<file path="config.mk">
export PLATFORM = sky130hd
export DESIGN_NAME = fp_issue_guard
export DESIGN_NICKNAME = d
export VERILOG_FILES = /design/src/rtl/fpchk_pkg.sv /design/src/rtl/fpchk_pattern.sv /design/src/rtl/fpchk_conflict.sv /design/src/rtl/fpchk_occmap.sv /design/src/rtl/fp_issue_guard.sv
export SDC_FILE = /design/constraint.sdc
export NUM_CORES = 1
export LEC_CHECK = 0
export BUFFER_PORTS_ARGS = -buffer_cell sky130_fd_sc_hd__buf_4
export CORE_MARGIN = 2
export CORE_UTILIZATION = 67
export CTS_CLUSTER_SIZE = 8
export DETAILED_ROUTE_END_ITERATION = 10
export PLACE_DENSITY = 0.9
export SLEW_MARGIN = 20
export SYNTH_ARGS = -nofsm -noshare
export SYNTH_HDL_FRONTEND = slang
export SYNTH_HIERARCHICAL = 1
export SYNTH_SLANG_ARGS = --single-unit
export TNS_END_PERCENT = 20
</file>
<file path="constraint.sdc">
create_clock -name clk -period 2.45 [get_ports clk]
set_clock_uncertainty 0.15 [all_clocks]
set_input_delay 0 -clock clk [delete_from_list [all_inputs] [get_ports clk]]
set_output_delay 0 -clock clk [all_outputs]
set_load 0.01 [all_outputs]
</file>
<file path="src/rtl/fpchk_pkg.sv">
package fpchk_pkg;
  localparam int NRES  = 5;
  localparam int RES_U = 0;
  localparam int RES_S = 1;
  localparam int RES_A = 2;
  localparam int RES_R = 3;
  localparam int RES_D = 4;

  typedef enum logic [1:0] {
    OP_ADD = 2'd0,
    OP_SUB = 2'd1,
    OP_CMP = 2'd2,
    OP_DIV = 2'd3
  } fp_op_e;

  typedef logic [NRES-1:0] res_vec_t;

  // Resources claimed by an op k cycles after it issues.
  function automatic res_vec_t slot_use(fp_op_e op, int k, int dlen);
    res_vec_t v;
    v = '0;
    unique case (op)
      OP_ADD, OP_SUB: begin
        if (k == 0) v[RES_U] = 1'b1;
        if (k == 1) begin v[RES_S] = 1'b1; v[RES_A] = 1'b1; end
        if (k == 2) begin v[RES_A] = 1'b1; v[RES_R] = 1'b1; end
        if (k == 3) begin v[RES_R] = 1'b1; v[RES_S] = 1'b1; end
      end
      OP_CMP: begin
        if (k == 0) v[RES_U] = 1'b1;
        if (k == 1) v[RES_A] = 1'b1;
        if (k == 2) v[RES_R] = 1'b1;
      end
      OP_DIV: begin
        if (k == 0) v[RES_U] = 1'b1;
        if (k == 1) v[RES_A] = 1'b1;
        if (k == 2) v[RES_R] = 1'b1;
        if (k >= 3 && k < 3 + dlen) v[RES_D] = 1'b1;
      end
      default: v = '0;
    endcase
    return v;
  endfunction
endpackage

</file>
<file path="src/rtl/fpchk_pattern.sv">
module fpchk_pattern
  import fpchk_pkg::*;
#(
  parameter int DIV_LEN = 28,
  parameter int DEPTH   = 3 + DIV_LEN
) (
  input  logic [1:0]                  op,
  output logic [DEPTH-1:0][NRES-1:0]  pat
);
  fp_op_e op_e;
  assign op_e = fp_op_e'(op);

  for (genvar k = 0; k < DEPTH; k++) begin : g_slot
    assign pat[k] = slot_use(op_e, k, DIV_LEN);
  end
endmodule

</file>
<file path="src/rtl/fpchk_conflict.sv">
module fpchk_conflict
  import fpchk_pkg::*;
#(
  parameter int DEPTH = 31
) (
  input  logic [DEPTH-1:0][NRES-1:0] pat,
  input  logic [DEPTH-1:0][NRES-1:0] occ,
  output logic [DEPTH-1:0]           hits,
  output logic                       conflict
);
  for (genvar k = 0; k < DEPTH; k++) begin : g_cmp
    assign hits[k] = |(pat[k] & occ[k]);
  end
  assign conflict = |hits;
endmodule

</file>
<file path="src/rtl/fpchk_occmap.sv">
module fpchk_occmap
  import fpchk_pkg::*;
#(
  parameter int DEPTH = 31
) (
  input  logic                       clk,
  input  logic                       rst_n,
  input  logic                       merge,
  input  logic [DEPTH-1:0][NRES-1:0] pat,
  output logic [DEPTH-1:0][NRES-1:0] occ
);
  for (genvar k = 0; k < DEPTH; k++) begin : g_slot
    if (k < DEPTH - 1) begin : g_mid
      always_ff @(posedge clk or negedge rst_n) begin
        if (!rst_n) occ[k] <= '0;
        else        occ[k] <= occ[k+1] | (merge ? pat[k+1] : '0);
      end
    end else begin : g_last
      always_ff @(posedge clk or negedge rst_n) begin
        if (!rst_n) occ[k] <= '0;
        else        occ[k] <= '0;
      end
    end
  end
endmodule

</file>
<file path="src/rtl/fp_issue_guard.sv">
module fp_issue_guard
  import fpchk_pkg::*;
#(
  parameter int DIV_LEN = 28
) (
  input  logic       clk,
  input  logic       rst_n,
  input  logic       req_valid,
  input  logic [1:0] req_op,
  output logic       issue_ok,
  output logic       stall
);
  localparam int DEPTH = 3 + DIV_LEN;

  logic [DEPTH-1:0][NRES-1:0] req_pat;
  logic [DEPTH-1:0][NRES-1:0] occ_map;
  logic [DEPTH-1:0]           slot_hits;
  logic                       collide;
  res_vec_t                   now_slot;

  fpchk_pattern #(.DIV_LEN(DIV_LEN), .DEPTH(DEPTH)) u_pat (
    .op  (req_op),
    .pat (req_pat)
  );

  fpchk_conflict #(.DEPTH(DEPTH)) u_cmp (
    .pat      (req_pat),
    .occ      (occ_map),
    .hits     (slot_hits),
    .conflict (collide)
  );

  assign issue_ok = req_valid && !collide;
  assign stall    = req_valid && collide;
  assign now_slot = occ_map[0];

  fpchk_occmap #(.DEPTH(DEPTH)) u_map (
    .clk   (clk),
    .rst_n (rst_n),
    .merge (issue_ok),
    .pat   (req_pat),
    .occ   (occ_map)
  );
endmodule

</file>
Yosys cells after proc, flatten, opt, wreduce, memory -nomap -nowiden:

Index checks and enable logic that the tools add are counted.

* RAM bits: 0
* bits in read-only memories: 0
* memories kept: 0
* latch bits: 0
* output and inout bits: 2
* flip-flop bits (word level): 150

* magnitude comparators: 0
* bitwise operators: 59
* multiplexer cells: 7
* reductions and logical operators: 7
* equal/unequal tests: 3
* add/sub/neg operators: 0
* multipliers: 0
* shifts and indexed selects: 0
* divide/modulo/power cells: 0

Operators by type and width (count)
* OR reduction 150 bit: 1
* bitwise OR 5 bit: 29
* AND 5 bit: 27
* 2-to-1 mux 5 bit: 2
* AND 1 x 5 -> 5 bit: 1
* AND 3 x 5 -> 5 bit: 1
* AND 4 x 5 -> 5 bit: 1
* equality test 2 bit, second input constant: 2
* 2-to-1 mux 4 bit: 1
* OR reduction 4 bit: 1
* 2-to-1 mux 1 bit: 3
* 2-to-1 mux 3 bit: 1
* equality test 2 x 1 -> 1 bit, second input constant: 1
* logical AND 1 bit: 2
* zero test 2 bit: 1
* OR reduction 2 bit: 1
* zero test 1 bit: 1

Depth between registers and ports, before layout:

* depth in word-level cells: 9
* gate-level depth with buffers: 12
* depth with buffers taken out: 8

Modules after synthesis:

The synthesis kept the hierarchy.

By module, submodules not included
* fpchk_occmap: area an instance 5068.6 µm², cells an instance 323, instances 1, sequential area each 3753.6 µm²
* fpchk_pattern: area an instance 1166.1 µm², cells an instance 157, instances 1, sequential area each 0.0 µm²
* fpchk_conflict: area an instance 732.0 µm², cells an instance 103, instances 1, sequential area each 0.0 µm²
* fp_issue_guard: area an instance 16.3 µm², cells an instance 2, instances 1, sequential area each 0.0 µm²

Least setup slack after synthesis:

No wires, ideal clock.

* kind: input-to-reg
* start point: input port req_op[1]
* end point: register u_map/occ[14] in the netlist's numbering
* stages: 11
* data required time: 2.234 ns
* arrival: 2.353 ns
* path buffers: 3
* setup time: 0.066 ns
* slack: -0.119 ns
* path through: and2_1 buf_4 a222oi_1 nand2_1 or4_1 nor4_2 nand4_1 and2b_2 buf_2 buf_2 a21o_1

RTL lines
* start: declaration: RTL line fp_issue_guard.sv:9 `input logic [1:0] req_op,`
* end signal: indexed assignment: RTL line fpchk_occmap.sv:16 `else occ[k] <= occ[k+1] | (merge ? pat[k+1] : '0);`
* end: declaration: RTL line fpchk_occmap.sv:10 `output logic [DEPTH-1:0][NRES-1:0] occ`

Worst setup path after layout:

* start point: register u_map/occ[104] in the netlist's numbering
* end point: output port issue_ok

* word-level cells in the longest chain between the ends: 4

Ends and longest elaborated chain
* AND 5 bit: RTL line fpchk_conflict.sv:12 `assign hits[k] = |(pat[k] & occ[k]);`
* OR reduction 150 bit: RTL line fpchk_conflict.sv:14 `assign conflict = |hits;`
* named net collide: RTL line fp_issue_guard.sv:18 `logic collide;`
* zero test 1 bit: RTL line fp_issue_guard.sv:33 `assign issue_ok = req_valid && !collide;`
* logical AND 1 bit: RTL line fp_issue_guard.sv:33
* end: declaration: RTL line fp_issue_guard.sv:10 `output logic issue_ok,`

The timed path passes the listed nets, and every way through them passes these cells.

==> summary by stage <==
Outcome
The flow ran to the end, but the final reports show violations. The final reports fail on negative setup slack.

Floorplan
The I/O pin count is 7. The die covers around 11,000 um^2. The area of the core region is roughly 10,000 um^2.

In this run the core area contains 37 standard-cell rows. The starting density of the core is 0.683. The die is around 110 um wide. The chip height is 106 um.

CTS
The clock tree from TritonCTS is done. For the worst-skew pair, the clock arrives at the later sink with an insertion delay of 0.54 ns. The tree is rooted in a sky130_fd_sc_hd__clkbuf_8. Clock-pin slew was measured on the worst setup and hold paths at 0.06 ns. Buffers inserted during clock tree synthesis total 17. The H-tree generated during clock tree synthesis spans 4 levels.

The clock net in this run drives a total of 150 sinks. The deepest clock path buffer count is 2.

Timing
For the pin with the worst max-slew slack, the measured transition is around 0.58 ns. The routed design could run at a clock period as short as 2.90 ns. The number of max-slew violations in the final report came to 0. Setup slack on the critical path of the routed design comes to -0.452 ns.

Setup repair after global routing could not meet its margin everywhere. Derived from the worst setup path, the maximum achievable clock frequency is between 300 and 400 MHz. The final setup violation count is 28. Measured against its own limit, the worst slew margin works out to 0.612. The hold violation count in the final report came to 0. The final cycle utilization of the critical path is 1.18.

Critical path
For the worst setup path, the data arrival time is 2.75 ns. The worst register-to-register path has a depth of 10. The category of the most critical setup path is reg2out. The worst setup path is captured at an output port. Data on the critical path is required at its endpoint by 2.30 ns. For flop-to-flop paths, the worst setup slack is -0.26 ns. The critical path startpoint category is a register. The maximum fanout encountered on the critical timing path is 11. The origin of the critical flop-to-flop path is u_map/occ[104].

In this run the critical register-to-register path is captured at u_map/occ[89].

Final layout
The number of standard cells in the final layout excluding fillers is 755. Leaving out fill and tap cells, the most frequent cells in the layout are sky130_fd_sc_hd__dfrtp_1, sky130_fd_sc_hd__a21o_1, sky130_fd_sc_hd__conb_1. In the final layout, the registers with the most flip-flops are u_map/occ: 150 flops.

The share of the core filled with cells in the final layout is 0.731. The number of flip-flops under the largest register name is 150. The total number of nets in the final design is 613. The area added between synthesis and finish is 7.08%.

The library cell used most frequently in the layout, excluding fill and tap cells, is sky130_fd_sc_hd__dfrtp_1. Once layout is done, the placed cells without fillers occupy 7480 um^2. 0 antenna diodes ended up in the layout. The register with the most flip-flops is u_map/occ.

In the final layout, the share of cells above drive strength 1 is 0.120.

Routing
The count of nets left with antenna violations once routing finished came out at 0. The first detailed-routing pass ran for 7 iterations. The routed layout has 4,447 vias. The DRC violations left is 0. After the first detailed-routing iteration, the DRC count stood at 580.

The final routed wirelength across all metal layers is 15.4 mm. The vias per cell is 5.89. Dividing the detail-routed wire length by the instance count gives 20.4 um.

Min path
In this run the most critical hold path is launched from req_op[0]. The tightest min-delay check is of the in2reg type. For hold timing, the worst endpoint is u_map/occ[144]. Along the worst hold path, the cell count comes to 5.

Logic synthesis
The cell count after synthesis is 585. After synthesis, the netlist uses 18 different library cells. The share of the Yosys chip area taken by registers is 0.538. The Yosys step of the flow raised 6 warnings. The per-instance average area after synthesis is 11.9 um^2. The synthesized netlist occupies a cell area of 6980 um^2. After synthesis the netlist holds a flip-flop and latch count of 150.

Power and ir drop
Dividing total power by cell area gives a power density of 1120 nW/um^2. The sum of internal, switching and leakage power is 8.36 mW. The worst-case vdd ir drop is ~0.00062 V. The reported leakage power is 5.00 nW.

Placement
The placed standard-cell area is 6600 um^2. The count of input and output buffers is 6. The final weighted congestion in routability-driven placement is 0.830. The cell count after placement is 704. The half-perimeter wire length after detailed placement is 8.50 mm.

Global route
The first global-routing pass estimated ~23 mm of wire. The overall routing resource usage is 0.278. The number of global-route vias before repair is about 4.6k. Entering global routing, the biggest net connects 62 pins. The number of antenna violations at the first check in global routing came to 0.

The leftover overflow at the end of global routing is 0.

Job
The tool flagged a number of max-cap violations equal to 0.
==> worst max-delay path, cell delays in order (launching register included) <==
cell and delay, ns:
sky130_fd_sc_hd__dfrtp_1 0.40, sky130_fd_sc_hd__a222oi_1 0.24, sky130_fd_sc_hd__nand2_1 0.13, sky130_fd_sc_hd__or4_4 0.58
sky130_fd_sc_hd__nor4_4 0.17, sky130_fd_sc_hd__nand4_1 0.15, sky130_fd_sc_hd__and2b_4 0.30, sky130_fd_sc_hd__buf_12 0.13
sky130_fd_sc_hd__buf_6 0.10
==> routing by layer <==
layer,GRT usage,vias up,part of all wire,wire [um]
met5,0,-,0,0
met1,0.331,2233,0.38,5790
met3,0.0723,66,0.073,1130
li1,-,1889,-,-
met2,0.471,259,0.51,7880
met4,0.140,0,0.040,614
==> where the power goes <==
group	total (mW)	leakage [nW]	switching [mW]	internal, mW
Clock	2.52	0.278	0.945	1.57
Sequential	3.71	2.07	0.494	3.22
Combinational	2.13	2.65	1.05	1.08
Total	8.36	5.00	2.49	5.87
==> cell usage after synthesis <==
cell type | number | area share
sky130_fd_sc_hd__buf_4 | 158 | 0.17
sky130_fd_sc_hd__dfrtp_1 | 150 | 0.54
sky130_fd_sc_hd__a21o_1 | 145 | 0.16
sky130_fd_sc_hd__a222oi_1 | 31 | 0.044
sky130_fd_sc_hd__a22oi_1 | 31 | 0.033
sky130_fd_sc_hd__nand2_1 | 31 | 0.017
sky130_fd_sc_hd__buf_6 | 11 | 0.018
sky130_fd_sc_hd__and2_1 | 6 | 0.0054
sky130_fd_sc_hd__buf_2 | 6 | 0.0043
sky130_fd_sc_hd__nor4_1 | 6 | 0.0054
sky130_fd_sc_hd__conb_1 | 3 | 0.0016
sky130_fd_sc_hd__and2_2 | 1 | 0.0011
sky130_fd_sc_hd__and2b_2 | 1 | 0.0013
sky130_fd_sc_hd__and4_1 | 1 | 0.0013
sky130_fd_sc_hd__inv_1 | 1 | 0.00054
sky130_fd_sc_hd__nand4_1 | 1 | 0.00090
sky130_fd_sc_hd__nor4_2 | 1 | 0.0018
sky130_fd_sc_hd__or4_1 | 1 | 0.0011
==> area by class of cell <==
cell class / count / area (um^2)
clock buffer: 27 / 502
clock inverter: 3 / 65.1
fill: 559 / 2750
inverter: 1 / 3.75
multi-input combinational: 384 / 2370
sequential: 150 / 3750
tap: 136 / 170
timing repair buffer: 54 / 612
==> stage by stage <==
step / setup TNS, ns / hold slack [ns] / setup WS, ns
after detailed placement: -0.848 / -0.139 / -0.0528
after CTS: -4.22 / 0.0666 / -0.368
final: -6.57 / 0.117 / -0.452
after floorplan: 0 / -0.446 / 0.00215
after global placement: 0 / -0.138 / 0.0238
after global routing: -8.64 / 0.136 / -0.523
==> cell families after synthesis <==
kind of cell / share of synthesized area
AOI/OAI and AO/OA: 0.234
buffers and inverters: 0.192
DFF: 0.538
and+or+nand+nor: 0.0348
other: 0.00161
==> what timing repair did <==
| action | 4_1_cts | 5_1_grt |
|---|---|---|
| hold endpoints to repair | 175 | 0 |
| hold buffers | 10 | 0 |
| gates resized for setup | 2 | 7 |
| gates cloned | 1 | 4 |
| endpoints found under the setup margin | 2 | 36 |
| pin swaps | 4 | 5 |
| setup buffers | 3 | 4 |
==> how the worst max path moves through the flow <==
stage               slack [ns]        endpoint  cells after the start            from
floorplan                0.002   u_map/occ[14]                     11       req_op[1]
global placement          0.02  u_map/occ[139]                     12       req_op[1]
detailed placement       -0.05  u_map/occ[149]                     12       req_op[1]
CTS                      -0.37        issue_ok                      8  u_map/occ[104]
global route             -0.52        issue_ok                      8  u_map/occ[104]
finish                   -0.45        issue_ok                      8  u_map/occ[104]
Power figures use the tool's default switching activity.
